==> config.mk <==
export PLATFORM = sky130hd
export DESIGN_NAME = synth_cal_seq
export DESIGN_NICKNAME = d
export VERILOG_FILES = /design/src/rtl/synth_cal_pkg.sv /design/src/rtl/synth_cal_timer.sv /design/src/rtl/synth_cal_lock_eval.sv /design/src/rtl/synth_cal_retry.sv /design/src/rtl/synth_cal_seq.sv
export SDC_FILE = /design/constraint.sdc
export NUM_CORES = 1
export LEC_CHECK = 0
export BUFFER_PORTS_ARGS = -buffer_cell sky130_fd_sc_hd__buf_2
export CAP_MARGIN = 10
export CELL_PAD_IN_SITES_DETAIL_PLACEMENT = 0
export CELL_PAD_IN_SITES_GLOBAL_PLACEMENT = 1
export CORE_MARGIN = 10
export CORE_UTILIZATION = 40
export DETAILED_ROUTE_END_ITERATION = 10
export PLACE_DENSITY_LB_ADDON = 0.3
export SYNTH_ARGS = -nofsm -noshare
export SYNTH_HDL_FRONTEND = slang
export SYNTH_SLANG_ARGS = --single-unit
==> constraint.sdc <==
create_clock -name clk_i -period 2.5 [get_ports clk_i]
set_input_delay 0.25 -clock clk_i [delete_from_list [all_inputs] [get_ports clk_i]]
set_output_delay 0.25 -clock clk_i [all_outputs]
set_load 0.02 [all_outputs]
==> src/rtl/synth_cal_pkg.sv <==
package synth_cal_pkg;
  localparam logic [1:0] RADIO_IDLE   = 2'b00;
  localparam logic [1:0] RADIO_ACTIVE = 2'b01;
  localparam logic [1:0] RADIO_SLEEP  = 2'b10;

  localparam logic [1:0] MODE_MANUAL   = 2'b00;
  localparam logic [1:0] MODE_AUTO_ON  = 2'b01;
  localparam logic [1:0] MODE_AUTO_OFF = 2'b10;

  typedef enum logic [1:0] {
    ST_IDLE  = 2'b00,
    ST_CAL   = 2'b01,
    ST_ON    = 2'b10,
    ST_SLEEP = 2'b11
  } seq_state_e;
endpackage

==> src/rtl/synth_cal_timer.sv <==
module synth_cal_timer #(
  parameter int CAL_CYCLES = 16
) (
  input  logic clk_i,
  input  logic rst_ni,
  input  logic run_i,
  output logic last_o
);
  localparam int CNT_W = (CAL_CYCLES > 2) ? $clog2(CAL_CYCLES) : 1;
  localparam logic [CNT_W-1:0] CNT_LAST = CNT_W'(CAL_CYCLES - 1);

  logic [CNT_W-1:0] cnt_q;

  assign last_o = run_i && (cnt_q == CNT_LAST);

  // wraps on the last cycle so a retry starts a fresh window
  always_ff @(posedge clk_i or negedge rst_ni) begin
    if (!rst_ni)      cnt_q <= '0;
    else if (!run_i)  cnt_q <= '0;
    else if (last_o)  cnt_q <= '0;
    else              cnt_q <= cnt_q + 1'b1;
  end

  a_r7_cnt_bound: assert property (@(posedge clk_i) disable iff (!rst_ni)
    cnt_q <= CNT_LAST);
  a_r7_idle_zero: assert property (@(posedge clk_i) disable iff (!rst_ni)
    !run_i |=> cnt_q == '0);
endmodule

==> src/rtl/synth_cal_lock_eval.sv <==
module synth_cal_lock_eval #(
  parameter int STAT_W = 6
) (
  input  logic [STAT_W-1:0] status_i,
  output logic              locked_o
);
  // all ones from the analog side means the loop failed to lock
  localparam logic [STAT_W-1:0] NO_LOCK = '1;

  assign locked_o = (status_i != NO_LOCK);
endmodule

==> src/rtl/synth_cal_retry.sv <==
module synth_cal_retry #(
  parameter int MAX_TRIES = 3
) (
  input  logic clk_i,
  input  logic rst_ni,
  input  logic clear_i,
  input  logic fail_i,
  output logic exhaust_o
);
  localparam int TRY_W = (MAX_TRIES > 1) ? $clog2(MAX_TRIES + 1) : 1;
  localparam logic [TRY_W-1:0] TRY_LAST = TRY_W'(MAX_TRIES - 1);

  logic [TRY_W-1:0] fails_q;

  assign exhaust_o = fail_i && (fails_q == TRY_LAST);

  always_ff @(posedge clk_i or negedge rst_ni) begin
    if (!rst_ni)                    fails_q <= '0;
    else if (clear_i || exhaust_o)  fails_q <= '0;
    else if (fail_i)                fails_q <= fails_q + 1'b1;
  end

  a_r10_fails_bound: assert property (@(posedge clk_i) disable iff (!rst_ni)
    fails_q <= TRY_LAST);
  a_r10_exhaust_resets: assert property (@(posedge clk_i) disable iff (!rst_ni)
    exhaust_o |=> fails_q == '0);
endmodule

==> src/rtl/synth_cal_seq.sv <==
module synth_cal_seq
  import synth_cal_pkg::*;
#(
  parameter int CAL_CYCLES = 16,
  parameter int MAX_TRIES  = 3,
  parameter int STAT_W     = 6
) (
  input  logic              clk_i,
  input  logic              rst_ni,
  input  logic [1:0]        radio_state_i,
  input  logic [1:0]        cal_mode_i,
  input  logic              cal_strobe_i,
  input  logic              freq_chg_i,
  input  logic [STAT_W-1:0] cal_status_i,
  output logic              cal_en_o,
  output logic              synth_en_o,
  output logic              lock_o,
  output logic              cal_err_o
);
  seq_state_e state_q, state_d;
  logic go_on_q, go_on_d;
  logic valid_q, err_q;
  logic last, locked, exhaust;
  logic want_on, cal_ok, cal_bad;

  synth_cal_timer #(.CAL_CYCLES(CAL_CYCLES)) u_timer (
    .clk_i  (clk_i),
    .rst_ni (rst_ni),
    .run_i  (state_q == ST_CAL),
    .last_o (last)
  );

  synth_cal_lock_eval #(.STAT_W(STAT_W)) u_lock (
    .status_i (cal_status_i),
    .locked_o (locked)
  );

  synth_cal_retry #(.MAX_TRIES(MAX_TRIES)) u_retry (
    .clk_i     (clk_i),
    .rst_ni    (rst_ni),
    .clear_i   (state_q != ST_CAL),
    .fail_i    (last && !locked),
    .exhaust_o (exhaust)
  );

  assign want_on = (radio_state_i == RADIO_ACTIVE);
  assign cal_ok  = last && locked;
  assign cal_bad = exhaust;

  always_comb begin
    state_d = state_q;
    go_on_d = go_on_q;
    unique case (state_q)
      ST_IDLE: begin
        if (cal_strobe_i) begin
          state_d = ST_CAL;
          go_on_d = 1'b0;
        end else if (want_on) begin
          if (!valid_q || cal_mode_i == MODE_AUTO_ON) begin
            if (!err_q) begin
              state_d = ST_CAL;
              go_on_d = 1'b1;
            end
          end else begin
            state_d = ST_ON;
          end
        end else if (radio_state_i == RADIO_SLEEP) begin
          state_d = ST_SLEEP;
        end
      end
      ST_CAL: begin
        if (cal_ok)       state_d = (go_on_q && want_on) ? ST_ON : ST_IDLE;
        else if (cal_bad) state_d = ST_IDLE;
      end
      ST_ON: begin
        if (!want_on) begin
          state_d = (cal_mode_i == MODE_AUTO_OFF) ? ST_CAL : ST_IDLE;
          go_on_d = 1'b0;
        end
      end
      ST_SLEEP: begin
        if (radio_state_i != RADIO_SLEEP) state_d = ST_IDLE;
      end
      default: state_d = ST_IDLE;
    endcase
  end

  always_ff @(posedge clk_i or negedge rst_ni) begin
    if (!rst_ni) begin
      state_q <= ST_IDLE;
      go_on_q <= 1'b0;
      valid_q <= 1'b0;
      err_q   <= 1'b0;
    end else begin
      state_q <= state_d;
      go_on_q <= go_on_d;
      // a frequency change outranks a success in the same cycle
      if (freq_chg_i)   valid_q <= 1'b0;
      else if (cal_ok)  valid_q <= 1'b1;
      else if (cal_bad) valid_q <= 1'b0;
      if (cal_ok)       err_q <= 1'b0;
      else if (cal_bad) err_q <= 1'b1;
    end
  end

  assign cal_en_o   = (state_q == ST_CAL);
  assign synth_en_o = (state_q == ST_ON);
  assign lock_o     = synth_en_o && valid_q;
  assign cal_err_o  = err_q;

  a_r7_no_overlap: assert property (@(posedge clk_i) disable iff (!rst_ni)
    !(cal_en_o && synth_en_o));
  a_r8_lock_needs_synth: assert property (@(posedge clk_i) disable iff (!rst_ni)
    lock_o |-> synth_en_o);
  a_r3_on_holds: assert property (@(posedge clk_i) disable iff (!rst_ni)
    (state_q == ST_ON && want_on) |=> state_q == ST_ON);
  a_r3_sleep_holds: assert property (@(posedge clk_i) disable iff (!rst_ni)
    (state_q == ST_SLEEP && radio_state_i == RADIO_SLEEP) |=> state_q == ST_SLEEP);
  a_r11_sleep_keeps: assert property (@(posedge clk_i) disable iff (!rst_ni)
    (state_q == ST_SLEEP && !freq_chg_i) |=> $stable(valid_q));
  a_r10_err_blocks: assert property (@(posedge clk_i) disable iff (!rst_ni)
    (state_q == ST_IDLE && err_q && !cal_strobe_i) |=> state_q != ST_CAL);
  a_r9_retry_stays: assert property (@(posedge clk_i) disable iff (!rst_ni)
    (state_q == ST_CAL && last && !locked && !exhaust) |=> state_q == ST_CAL);
  a_r12_chg_clears: assert property (@(posedge clk_i) disable iff (!rst_ni)
    freq_chg_i |=> !lock_o);
endmodule

==> out/metrics.yaml <==
min-delay-start: "freq_chg_i"
synthCells: 75
cp-start-kind: "flip-flop"
cts_root_buf: "clkbuf_4"
overflow: 0
rr_worst_depth: 6
synth_area_leaders: "dfrtp_1, a21oi_1, nor2_1"
drtAntennaViolNets: 0
worstHoldEndpoint: "valid_q$_DFFE_PN0P_"
critPathRequiredTime_ns: 2.65
hold-path-cell-count: 2
arrival_ns: 1.94
slew_headroom_pct: 71.56
numClockSinks: 11
rrSetupSlack_ns: 0.71
p_total_mw: 0.6206
yosysTopAreaCellShare_pct: 38.87
chipHeight_um: 62.08
tns_ns: 0
ctsResizeCount: 0
drtIter0Drc: 10
drive_gt1_share_pct: 34.74
n_antenna_cell: 0
ir_drop_mv: 0.5121
synth_seq_cells: 11
nets: 112
slew_violations: 0
final_cell_mix: "buf_2, dfrtp_1, nor2_1, nand2_1, a21oi_1"
port_buffers: 17
drc: 0
fill_cells: 176
met1_usage_pct: 9.613
cts_buffer_depth: 2
cts_buffers: 3
syn_area_um2: 708.2
gr-usage-met3_pct: 2.642
cts_tree: "yes"
dr.pass1.iters: 4
fin_crit_ns: 1.786
grt_max_degree: 12
final_common_cell: "buf_2"
synthesis.nets: 91
criticalPathCategory: "flip-flop to flip-flop"
wl_per_cell_um: 12.50
leakagePower_nw: 0.3699
power_density_nw_per_um2: 737.0
synth_edf_count: 0
busiest_layer: "met2"
rsz0062_at_grt: "no"
post-route-period-util_pct: 71.44
synth-seq-area-share_pct: 38.87
worstSetupEndpointType: "flip-flop"
fmax_ghz: 0.5599
worst_pin_slew_ns: 0.4267
layout-area-overhead-vs-synth_pct: 18.90
clkTransAtPathRegs_ns: 0.07
io_pins: 18
insertion_delay_ns: 0.26
r2r_start: "state_q[1]$_DFFE_PN0P_"
coreArea_um2: 1708
rows: 15
dieArea_um2: 3853
drt-total-wl_um: 1500
routed_via_density: 4.917
ys_types: 34
start_util_pct: 41.47
finalSetupViolations: 0
r2r-end: "state_q[0]$_DFFE_PN0P_"
antenna_found_initial: 0
ys_warn_count: 0
path_max_fanout: 9
gr-usage-met2_pct: 14.91
place.gp.congestion: 0.7434
dieWidth_um: 62.08
ys_async_sr_fraction_pct: 100.0
grt_pass1_vias: 594
syn_avg_cell_area_um2: 9.442
cts_htree_levels: 1
hp-class: "primary input to flip-flop"
grt_pass1_wl_um: 2518
dp_hpwl_um: 1262
clock_skew_ns: 0.002433
yosys_most_used_dff: "dfrtp_1"
outcome: "completed"
maxCapViolations: 0
grt_util_all_layers_pct: 8.683
num_vias: 590
yosys.area.top_type: "dfrtp_1"
hold_viol: 0
==> power by group <==
| part | internal, mW | switching [mW] | leakage [nW] |
|---|---|---|---|
| clock network | 0.0617 | 0.0575 | 0.0150 |
| registers | 0.212 | 0.0488 | 0.144 |
| logic | 0.106 | 0.134 | 0.211 |
==> critical path: stages, from the launching register on <==
cell and delay [ns]:
dfrtp_1 0.47, nand2b_1 0.41, inv_2 0.07, nand2_1 0.10
o31ai_2 0.08, nor3_2 0.21, mux2_1 0.33
==> sequential cells by signal (all words and copies together) (netlist names) <==
| signal | flops |
|---|---|
| go_on_q | 1 |
| u_timer.cnt_q | 4 |
| cal_err_o | 1 |
| valid_q | 1 |
| u_retry.fails_q | 2 |
| state_q | 2 |
==> logic make-up (layout without fill, tap and decap cells) <==
| family | after synthesis | after routing | synth area share, % |
|---|---|---|---|
| fa+ha+maj | 2 | 2 | 3.533 |
| xor+xnor | 1 | 1 | 1.237 |
| buf+inv | 6 | 26 | 4.771 |
| compound gates | 18 | 18 | 17.67 |
| mux | 3 | 3 | 4.417 |
| flops | 11 | 11 | 38.87 |
| simple gates | 34 | 34 | 29.51 |
==> what timing repair did <==
action,4_1_cts,5_1_grt
setup buffers,0,0
hold endpoints to repair,11,0
hold buffers,1,0
==> worst max path at each step <==
| stage | start | to | slack [ns] | depth (start not counted) |
|---|---|---|---|---|
| floorplan | u_timer.cnt_q[0]$_DFF_PN0_ | state_q[0]$_DFFE_PN0P_ | 0.94 | 6 |
| global placement | state_q[1]$_DFFE_PN0P_ | state_q[0]$_DFFE_PN0P_ | 0.79 | 6 |
| detailed placement | state_q[1]$_DFFE_PN0P_ | state_q[0]$_DFFE_PN0P_ | 0.71 | 6 |
| CTS | state_q[1]$_DFFE_PN0P_ | state_q[0]$_DFFE_PN0P_ | 0.70 | 6 |
| global route | state_q[1]$_DFFE_PN0P_ | state_q[0]$_DFFE_PN0P_ | 0.51 | 6 |
| finish | state_q[1]$_DFFE_PN0P_ | state_q[0]$_DFFE_PN0P_ | 0.71 | 6 |
==> area by class of cell <==
class / count / area, um2 / share of cell area [%]
clock buffer: 4 / 26.28 / 3.120
inverter: 4 / 15.01 / 1.783
multi-input combinational: 58 / 399.1 / 47.40
sequential: 11 / 275.3 / 32.69
tap: 25 / 31.28 / 3.715
timing repair buffer: 18 / 95.09 / 11.29
==> routing by layer <==
layer / part of all wire [%] / vias to the layer above / routed length (um)
met5: 0 / - / 0
met4: 1.3 / 0 / 19
met3: 4.7 / 4 / 71
met2: 53 / 9 / 798
met1: 41 / 274 / 609
li1: - / 303 / -
==> synth_stat cells (all sizes together) (2+ instances only) <==
cell and instances:
buf 2, nand2b 2, nand3 2, ha 2, dfrtp 11, nor2b 2
o21ai 4, mux2i 2, inv 4, nand2 6, a21o 2, and2b 2
nor2 9, and2 3, nor3 4, a21oi 6
==> per-stage QoR <==
stage          cell area (um2)  setup slack, ns  cells  utilization [%]  hold WS, ns
2_1_floorplan            708.2           0.9362     75                -     -0.04559
3_3_place_gp             805.8           0.7877    115            47.18       0.1345
3_5_place_dp             805.8           0.7102    115            47.18       0.1386
4_1_cts                  842.1           0.6993    120            49.30       0.1237
5_1_grt                  842.1           0.5137    120            49.30       0.1208
6_report                 842.1           0.7140    120            49.30       0.1253
No activity file was read; power rests on OpenSTA's default activity.
